File: src/rtl/htern_rx_pkg.sv
package htern_rx_pkg;

    localparam int SYM_W = 2;

    // Line symbol codes
    typedef enum logic [SYM_W-1:0] {
        LVL_ZERO = 2'b00,
        LVL_NEG  = 2'b01,
        LVL_POS  = 2'b10,
        LVL_BAD  = 2'b11
    } lvl_e;

    // Decode history: last accepted level plus remembered bit
    typedef enum logic [2:0] {
        ST_FRESH   = 3'd0,
        ST_POS     = 3'd1,
        ST_ZERO_HI = 3'd2,
        ST_ZERO_LO = 3'd3,
        ST_NEG     = 3'd4
    } hist_e;

    typedef struct packed {
        logic bit_val;
        logic vld;
        logic err;
    } dec_s;

    function automatic logic hist_bit(input hist_e s);
        return (s == ST_POS) || (s == ST_ZERO_HI);
    endfunction

    function automatic logic hist_is_zero(input hist_e s);
        return (s == ST_ZERO_HI) || (s == ST_ZERO_LO);
    endfunction

endpackage

File: src/rtl/htern_sym_class.sv
module htern_sym_class
    import htern_rx_pkg::*;
(
    input  logic [SYM_W-1:0] sym_in,
    input  logic             sym_stb,
    output lvl_e             lvl,
    output logic             take
);
    always_comb begin
        lvl  = lvl_e'(sym_in);
        take = sym_stb;
    end
endmodule

File: src/rtl/htern_hist_fsm.sv
module htern_hist_fsm
    import htern_rx_pkg::*;
(
    input  logic  clk,
    input  logic  rst,
    input  logic  take,
    input  lvl_e  lvl,
    output hist_e cur,
    output dec_s  dec
);
    hist_e nxt;

    // State register
    always_ff @(posedge clk) begin
        if (rst) cur <= ST_FRESH;
        else     cur <= nxt;
    end

    // Next state and decode decision
    always_comb begin
        nxt         = cur;
        dec.bit_val = hist_bit(cur);
        dec.vld     = 1'b0;
        dec.err     = 1'b0;
        if (take) begin
            unique case (lvl)
                LVL_BAD: begin
                    dec.err = 1'b1;
                end
                LVL_POS: begin
                    dec.vld     = 1'b1;
                    dec.bit_val = 1'b1;
                    dec.err     = (cur == ST_POS);
                    nxt         = ST_POS;
                end
                LVL_NEG: begin
                    dec.vld     = 1'b1;
                    dec.bit_val = 1'b0;
                    dec.err     = (cur == ST_NEG);
                    nxt         = ST_NEG;
                end
                LVL_ZERO: begin
                    dec.vld     = 1'b1;
                    dec.bit_val = hist_bit(cur);
                    dec.err     = hist_is_zero(cur);
                    nxt         = hist_bit(cur) ? ST_ZERO_HI : ST_ZERO_LO;
                end
            endcase
        end
    end


    bad_keeps_hist_chk: assert property (@(posedge clk) disable iff (rst)
        (take && lvl == LVL_BAD) |=> $stable(cur));


    zero_repeat_hist_chk: assert property (@(posedge clk) disable iff (rst)
        (take && lvl == LVL_ZERO && hist_is_zero(cur)) |=> $stable(cur));


    pos_lands_chk: assert property (@(posedge clk) disable iff (rst)
        (take && lvl == LVL_POS) |=> (cur == ST_POS));


    idle_hist_chk: assert property (@(posedge clk) disable iff (rst)
        !take |=> $stable(cur));
endmodule

File: src/rtl/htern_out_stage.sv
module htern_out_stage
    import htern_rx_pkg::*;
(
    input  logic clk,
    input  logic rst,
    input  dec_s dec,
    output logic bit_q,
    output logic vld_q,
    output logic err_q
);
    always_ff @(posedge clk) begin
        if (rst) begin
            bit_q <= 1'b0;
            vld_q <= 1'b0;
            err_q <= 1'b0;
        end else begin
            vld_q <= dec.vld;
            err_q <= dec.err;
            if (dec.vld) bit_q <= dec.bit_val;
        end
    end


    hold_without_vld_chk: assert property (@(posedge clk) disable iff (rst)
        !dec.vld |=> $stable(bit_q));
endmodule

File: src/rtl/htern_rx_decoder.sv
module htern_rx_decoder
    import htern_rx_pkg::*;
(
    input  logic       clk,
    input  logic       rst,
    input  logic       sym_stb,
    input  logic [1:0] sym_in,
    output logic       bit_out,
    output logic       bit_vld,
    output logic       code_err
);
    lvl_e  lvl;
    logic  take;
    hist_e hist;
    dec_s  dec;

    htern_sym_class u_class (
        .sym_in (sym_in),
        .sym_stb(sym_stb),
        .lvl    (lvl),
        .take   (take)
    );

    htern_hist_fsm u_fsm (
        .clk (clk),
        .rst (rst),
        .take(take),
        .lvl (lvl),
        .cur (hist),
        .dec (dec)
    );

    htern_out_stage u_out (
        .clk  (clk),
        .rst  (rst),
        .dec  (dec),
        .bit_q(bit_out),
        .vld_q(bit_vld),
        .err_q(code_err)
    );


    reset_clear_chk: assert property (@(posedge clk)
        rst |=> (!bit_out && !bit_vld && !code_err));


    pos_one_chk: assert property (@(posedge clk) disable iff (rst)
        (sym_stb && sym_in == 2'b10) |=> (bit_vld && bit_out));


    neg_zero_chk: assert property (@(posedge clk) disable iff (rst)
        (sym_stb && sym_in == 2'b01) |=> (bit_vld && !bit_out));


    zero_hold_chk: assert property (@(posedge clk) disable iff (rst)
        (sym_stb && sym_in == 2'b00) |=> (bit_vld && bit_out == $past(bit_out)));


    bad_code_chk: assert property (@(posedge clk) disable iff (rst)
        (sym_stb && sym_in == 2'b11) |=> (code_err && !bit_vld && $stable(bit_out)));


    idle_quiet_chk: assert property (@(posedge clk) disable iff (rst)
        !sym_stb |=> (!bit_vld && !code_err && $stable(bit_out)));
endmodule

File: config.mk
export PLATFORM = sky130hd
export DESIGN_NAME = htern_rx_decoder
export DESIGN_NICKNAME = d
export VERILOG_FILES = /design/src/rtl/htern_rx_pkg.sv /design/src/rtl/htern_sym_class.sv /design/src/rtl/htern_hist_fsm.sv /design/src/rtl/htern_out_stage.sv /design/src/rtl/htern_rx_decoder.sv
export SDC_FILE = /design/constraint.sdc
export NUM_CORES = 1
export LEC_CHECK = 0
export BUFFER_PORTS_ARGS = -buffer_cell sky130_fd_sc_hd__buf_2
export CORE_AREA = 2 2 39 41
export CTS_CLUSTER_DIAMETER = 120
export DETAILED_ROUTE_END_ITERATION = 7
export DIE_AREA = 0 0 41 43
export GPL_ROUTABILITY_DRIVEN = 0
export PLACE_DENSITY_LB_ADDON = 0.3
export SYNTH_ARGS = -nofsm -noshare
export SYNTH_HDL_FRONTEND = slang
export SYNTH_HIERARCHICAL = 1
export SYNTH_SLANG_ARGS = --single-unit
export TNS_END_PERCENT = 1
File: constraint.sdc
create_clock -name clk -period 0.9 [get_ports clk]
set_input_delay 0.09 -clock clk [delete_from_list [all_inputs] [get_ports clk]]
set_output_delay 0.09 -clock clk [all_outputs]
set_load 0.01 [all_outputs]
==> summary.txt, run 1 <==
Synth
  – Register area share after synthesis: a little under two fifths
  – Main synth FF type: dfxtp_1
  – Post-synthesis cell count: 36
  – List of most frequent post-synthesis cells: dfxtp_1 (6), inv_1 (4), buf_4 (3), nor2_1 (3)
  – Syn Std Cell Area: 320.3 um^2
  – Synth Area in Simple Gates: slightly below 20%
  – Yosys top cell area share: between 30 and 40%
  – Seq cells post-synth: 6
  – Post-synth EDFFs: 0
  – Post-Synth XOR/XNOR Area: ~2.7%
  – Yosys warns: 6
  – Post-synthesis mux area share: about 3.1%
  – Synth async-reset ratio: 0%
  – Post-synthesis compound-gate area fraction: between 20 and 30%
  – Post-synthesis adder-cell area fraction: 0%
  – Synth area leaders: dfxtp_1 (38%), buf_4 (7.0%), a2111oi_2 (4.7%)
  – Syn nets: 41
  – Netlist cell types: 22
  – Area leader, netlist: dfxtp_1
  – Syn_area_per_cell: between 8 and 9 um^2
  – Main combinational cell family by area after synthesis: compound AO/OA/AOI/OAI gates
  – Count leader, synth: dfxtp_1

Drt
  – DRT Pass-1 Iters: 4
  – M1 wire length: about 310 um
  – Post-route ant nets: 0
  – DR vias: roughly 290
  – Post-DR wirelength/cell: 9.672 um
  – Met2 routed WL: between 200 and 300 um
  – DRC: 0
  – Metal3 WL: roughly 50 um
  – Initial DRC Count: 5
  – Final wirelength: 619 um
  – Uppermost routed layer: met3
  – Via density: about 4.5

Finish
  – Area delta synth->final: 31.64%
  – Nets@finish: 55
  – Final instance area: between 400 and 500 um^2
  – Multi-input logic area: roughly 170 um^2
  – N_diodes: 0
  – Layout cell share with drive strength beyond 1: about two fifths
  – Filler cells: 154
  – Register area: approximately 120 um^2

Timing
  – RSZ-0062 raised after global routing: true
  – Final TNS setup: -240.2 ps
  – Max frequency: about 1000 MHz
  – Slew Limit Fails: 0
  – Worst-margin pin slew: approximately 350 ps
  – Fin Hold WS: 102.8 ps
  – Fin crit period: between 1000 and 1500 ps
  – Tcrit/Tclk final: 111.5%
  – Final worst slack: -103.5 ps
  – Final Hold Vio Count: 0
  – Setup violations, final: 3
  – Fin Clk Skew: 5.136 ps
  – Rel. slew slack: between 70 and 80%

Clock network
  – H-tree depth: 1
  – Clk sinks: 6
  – CTS Root Cell: clkbuf_4
  – Skew-Pair Late Insertion Delay: approximately 240 ps
  – Longest Clk Path Bufs: 2
  – Worst-path clk slew: 40 ps
  – CTS Buf Count: 3
  – Cts hold-fix bufs: 0
  – CTS tree: done

Power
  – Register share of total power: between 40% and 50%
  – Sw frac: around 25%
  – Clock power share: between 30 and 40%
  – P_leak: roughly 0.19 nW
  – Total power: between 0.6 and 0.7 mW
  – P_int: roughly 0.49 mW
  – PwrDens: about 1500 nW/um^2
  – Net Switching: between 0.15 and 0.2 mW
  – Worst IR drop on VDD: between 0.6 and 0.7 mV
  – Comb power frac: ~17%

Die
  – Row count: 14
  – I/O Pins: 8
  – Die ar.: approximately 1800 um^2
  – DIE HEIGHT: between 40 and 50 um
  – Core area: roughly 1400 um^2
  – Die width: slightly above 40 um
  – Initial Util: roughly 23%

Critical path
  – Worst Path Arrival: between 1000 and 1500 ps
  – CP required: 1030 ps
  – Worst setup SP type: flop
  – Reg2reg path depth: 5
  – R2r endpoint: u_out/bit_q$_SDFFE_PP0P_
  – CP max stage cell: dfxtp_2
  – Slowest Stage Delay on Critical Path: roughly 330 ps
  – Reg-to-reg critical path startpoint: u_fsm/cur[1]$_SDFFE_PP0P_
  – Maximum fanout along the worst path: 4
  – Element type at the critical path end: flop
  – Setup CP Type: reg -> reg
  – Critical-path cell list: xnor2_1, a311oi_1, a21o_1, mux2i_1, nor2_1
  – Flop2flop setup slack: -100 ps

Placement
  – Area after DPL: ~400 um^2
  – IO buf count: 7
  – DP HPWL: approximately 470 um

Hold path
  – Hold Path Class: in -> reg
  – WHS Endpoint: u_fsm/cur[0]$_SDFFE_PP0P_
  – Min-delay src: rst
  – Worst Hold Depth: 2

GRT
  – Largest net degree at the start of global routing: 8
  – Gr usage total: 9.256%
  – Initial antenna violation count: 0
  – First-pass GRT wire length: between 1 and 1.5 mm
  – Vias in the first global route: roughly 240
  – Global route overflow: 0

Status
  – Status: complete, but fails checks
  – Failing checks: negative setup slack

Run
  – Max Cap Violations: 0
[area by class of cell]
type	count	area share (%)
multi-input combinational	23	39.76
sequential	6	29.38
timing repair buffer	12	17.21
clock buffer	3	5.341
tap	16	4.748
inverter	4	3.561
[state kept, by name, summed over array words and instances (netlist names)]
name         flops
u_out/vld_q      1
u_out/err_q      1
u_fsm/cur        3
u_out/bit_q      1
[how the worst max path moves through the flow]
stage                               end                      start  cells past startpoint
2_1_floorplan  u_out/bit_q$_SDFFE_PP0P_  u_fsm/cur[0]$_SDFFE_PP0P_                      5
3_3_place_gp   u_out/bit_q$_SDFFE_PP0P_  u_fsm/cur[1]$_SDFFE_PP0P_                      5
3_5_place_dp   u_out/bit_q$_SDFFE_PP0P_  u_fsm/cur[1]$_SDFFE_PP0P_                      5
4_1_cts        u_out/bit_q$_SDFFE_PP0P_  u_fsm/cur[1]$_SDFFE_PP0P_                      5
5_1_grt          u_out/err_q$_SDFF_PP0_  u_fsm/cur[1]$_SDFFE_PP0P_                      4
6_report       u_out/bit_q$_SDFFE_PP0P_  u_fsm/cur[1]$_SDFFE_PP0P_                      5
[layer usage]
layer  track usage [%]  vias up
met2             10.94       11
met1             12.62      129
met5                 0        -
met4             2.000        0
met3             7.853        0
li1                  -      151
[cells by family after synthesis]
logic type,Yosys count
mux,1
buf+inv,7
flops,6
xor+xnor,1
simple gates,11
compound gates,10
[timing repair]
action                     in CTS  in global routing
buffers inserted                0                  0
pin swaps                       0                  1
gates cloned                    0                  0
setup endpoints to repair       3                  4
resized for setup               0                  1
[layout by cell type, fill, tap and decap left out, drive strengths merged, types with 2 or more instances in the layout]
cell type | synthesis | final
nor2 | 3 | 3
dfxtp | 6 | 6
a31oi | 2 | 2
inv | 4 | 4
buf | 3 | 12
nor2b | 2 | 2
clkbuf | 0 | 3
[critical path: cells and delay by family (launching register included)]
kind | cells | cell delay [ps]
and+or+nand+nor | 1 | 50
muxes | 1 | 130
xor gates and xnor gates | 1 | 170
DFF | 1 | 330
AOI/OAI and AO/OA | 2 | 220
[per-stage QoR]
stage	setup slack (ps)	instances	util [%]
after floorplan	-28.81	36	-
after global placement	-88.87	61	28.75
after detailed placement	-104.2	61	28.75
after CTS	-109.8	64	30.38
after global routing	-186.2	64	30.47
final	-103.5	64	30.47
[power groups by stage]
stage / sequential [mW] / combinational, mW / clock [mW]
2_1_floorplan: 0.302 / 0.0731 / 0
3_3_place_gp: 0.299 / 0.114 / 0
3_5_place_dp: 0.299 / 0.114 / 0
4_1_cts: 0.294 / 0.114 / 0.259
5_1_grt: 0.296 / 0.126 / 0.286
6_report: 0.294 / 0.112 / 0.245
Power figures use the tool's default switching activity.
==> run 2, diff against run 1 <==
Clock period 0.9 ns to 0.95 ns, I/O delays scaled along.
==> run 2 against run 1 <==
Maximum frequency is 1.3% lower. Clock power is 2% lower. Critical path type unchanged. Via count is 5.2% lower. Hold slack worse by 1.7 ps. The flow still finishes with violations (negative setup slack).
==> summary.txt, run 2 (synthesis results as in run 1) <==
Die
  – Core area: 1384 um^2 (unchanged)
  – DIE HEIGHT: 43 um (unchanged)
  – Row count: 14 (unchanged)
  – Initial Util: 23.15% (unchanged)
  – Die ar.: 1763 um^2 (unchanged)
  – Die width: 41 um (unchanged)
  – I/O Pins: 8 (unchanged)

Power
  – Total power: 0.6216 mW (was 0.6515 mW)
  – Worst IR drop on VDD: 0.9667 mV (was 0.6829 mV)
  – P_leak: 0.1813 nW (was 0.1855 nW)
  – PwrDens: 1492 nW/um^2 (was 1545 nW/um^2)

Placement
  – Dpl ws: -76.95 ps (was -104.2 ps)
  – Placed Cells incl. Taps: 59 (was 61)
  – IO buf count: 7 (unchanged)
  – DP HPWL: 451.8 um (was 474.4 um)
  – Area after DPL: 381.6 um^2 (was 397.9 um^2)

GRT
  – Gr usage total: 10.75% (was 9.256%)
  – Largest net degree at the start of global routing: 8 (unchanged)
  – Initial antenna violation count: 0 (unchanged)
  – First-pass GRT wire length: 1.228 mm (was 1.048 mm)
  – Vias in the first global route: 288 (was 244)
  – Global route overflow: 0 (unchanged)

Timing
  – Fin crit period: 1017 ps (was 1003 ps)
  – Final TNS setup: -103.0 ps (was -240.2 ps)
  – Setup violations, final: 3 (unchanged)
  – Max frequency: 983.2 MHz (was 996.6 MHz)
  – Rel. slew slack: 75.28% (was 76.24%)
  – Tcrit/Tclk final: 107.1% (was 111.5%)
  – Slew Limit Fails: 0 (unchanged)
  – Final worst slack: -67.05 ps (was -103.5 ps)
  – Final Hold Vio Count: 0 (unchanged)
  – RSZ-0062 raised after global routing: true (unchanged)
  – Worst-margin pin slew: 365.7 ps (was 351.4 ps)
  – Fin Clk Skew: 0.8274 ps (was 5.136 ps)

Drt
  – DRC: 0 (unchanged)
  – Via density: 4.381 (was 4.547)
  – Post-DR wirelength/cell: 10.52 um (was 9.672 um)
  – Metal3 WL: 36 um (was 50 um)
  – Uppermost routed layer: met3 (unchanged)
  – Final wirelength: 663 um (was 619 um)
  – Met2 routed WL: 283 um (was 256 um)
  – M1 wire length: 343 um (was 311 um)
  – Initial DRC Count: 10 (was 5)
  – DR vias: 276 (was 291)
  – DRT Pass-1 Iters: 4 (unchanged)
  – Post-route ant nets: 0 (unchanged)

Critical path
  – Setup CP Type: reg -> reg (unchanged)
  – Critical-path cell list: xnor2_1, a311oi_1, a21o_1, mux2i_1, nor2_1 (unchanged)
  – Worst Path Arrival: 1200 ps (was 1130 ps)
  – CP required: 1130 ps (was 1030 ps)
  – Worst setup SP type: flop (unchanged)
  – Reg2reg path depth: 5 (unchanged)
  – CP max stage cell: dfxtp_4 (was dfxtp_2)
  – Slowest Stage Delay on Critical Path: 350 ps (was 330 ps)
  – Maximum fanout along the worst path: 5 (was 4)
  – Element type at the critical path end: flop (unchanged)

Hold path
  – Worst Hold Depth: 2 (unchanged)
  – Hold Path Class: in -> reg (unchanged)

Finish
  – Finished Layout Cells: 63 (was 64)
  – Filler cells: 148 (was 154)
  – Final instance area: 416.7 um^2 (was 421.7 um^2)
  – N_diodes: 0 (unchanged)
  – Most common cell after layout, fill and taps aside: buf_2 (unchanged)
  – Layout cell share with drive strength beyond 1: 40.43% (was 41.67%)
  – Multi-input logic area: 167.7 um^2 (unchanged)
  – Area delta synth->final: 30.08% (was 31.64%)
  – Max reg flops: 3 (unchanged)
  – Register area: 126.4 um^2 (was 123.9 um^2)
  – Nets@finish: 54 (was 55)
  – Most frequent cells in the layout: buf_2 (7), inv_1 (4), buf_4 (4) (was buf_2 (7), buf_4 (5), inv_1 (4))
  – Top reg by flops: u_fsm/cur (unchanged)

Clock network
  – Longest Clk Path Bufs: 2 (unchanged)
  – Clk sinks: 6 (unchanged)
  – CTS Root Cell: clkbuf_4 (unchanged)
  – CTS tree: done (unchanged)
  – Skew-Pair Late Insertion Delay: 240 ps (about the same)
  – H-tree depth: 1 (unchanged)
  – CTS Buf Count: 3 (unchanged)
  – Worst-path clk slew: 50 ps (was 40 ps)
  – Cts hold-fix bufs: 0 (unchanged)

Run
  – Max Cap Violations: 0 (unchanged)

Status
  – Failing checks: negative setup slack (unchanged)
  – Status: complete, but fails checks (unchanged)
==> run 2: cell count changes in the layout (fill, tap and decap cells not counted), sizes merged <==
cell	before	now
buf	12	11
==> run 2: final timing paths <==
kind                                                start                        end  slack (ps)
worst max-delay path            u_fsm/cur[0]$_SDFFE_PP0P_   u_out/bit_q$_SDFFE_PP0P_         -70
worst min-delay path                                  rst  u_fsm/cur[0]$_SDFFE_PP0P_         100
worst max register to register  u_fsm/cur[0]$_SDFFE_PP0P_   u_out/bit_q$_SDFFE_PP0P_         -70
worst min register to register   u_out/bit_q$_SDFFE_PP0P_   u_out/bit_q$_SDFFE_PP0P_         490
==> run 2: through the flow <==
step	utilization, %	hold WS, ps
after floorplan	-	156.4
after global placement	27.58	364.9
after detailed placement	27.58	364.4
after CTS	30.02	100.8
after global routing	30.11	114.3
final	30.11	101.1
==> run 2: repair_timing <==
item                       4_1_cts  5_1_grt
gates resized for setup          2        1
setup endpoints to repair        3        4
pin swaps                        1        1
setup buffers                    1        0
==> run 2: routing by layer <==
| layer | up-vias | global-route usage [%] |
|---|---|---|
| met5 | - | 0 |
| li1 | 150 | - |
| met2 | 8 | 12.19 |
| met3 | 0 | 7.853 |
| met1 | 118 | 15.16 |
| met4 | 0 | 4.000 |
==> run 2: layout make-up <==
cell class | count | share of cell area, %
Sequential cell | 6 | 30.33
Timing Repair Buffer | 11 | 15.62
Multi-Input combinational cell | 23 | 40.24
Inverter | 4 | 3.604
Tap cell | 16 | 4.805
Clock buffer | 3 | 5.405
==> run 2: critical path, delay by kind of cell (launching register included) <==
kind	cells	cell delay, ps
xor+xnor	1	120
mux	1	60
flops	1	350
simple gates	1	80
compound gates	2	340
==> run 2: where the power goes <==
| group | switching (mW) | total, mW | leakage, nW | internal, mW |
|---|---|---|---|---|
| combinational | 0.0513 | 0.105 | 0.117 | 0.0533 |
| sequential | 0.0117 | 0.278 | 0.0507 | 0.267 |
| clock | 0.0954 | 0.239 | 0.0138 | 0.143 |
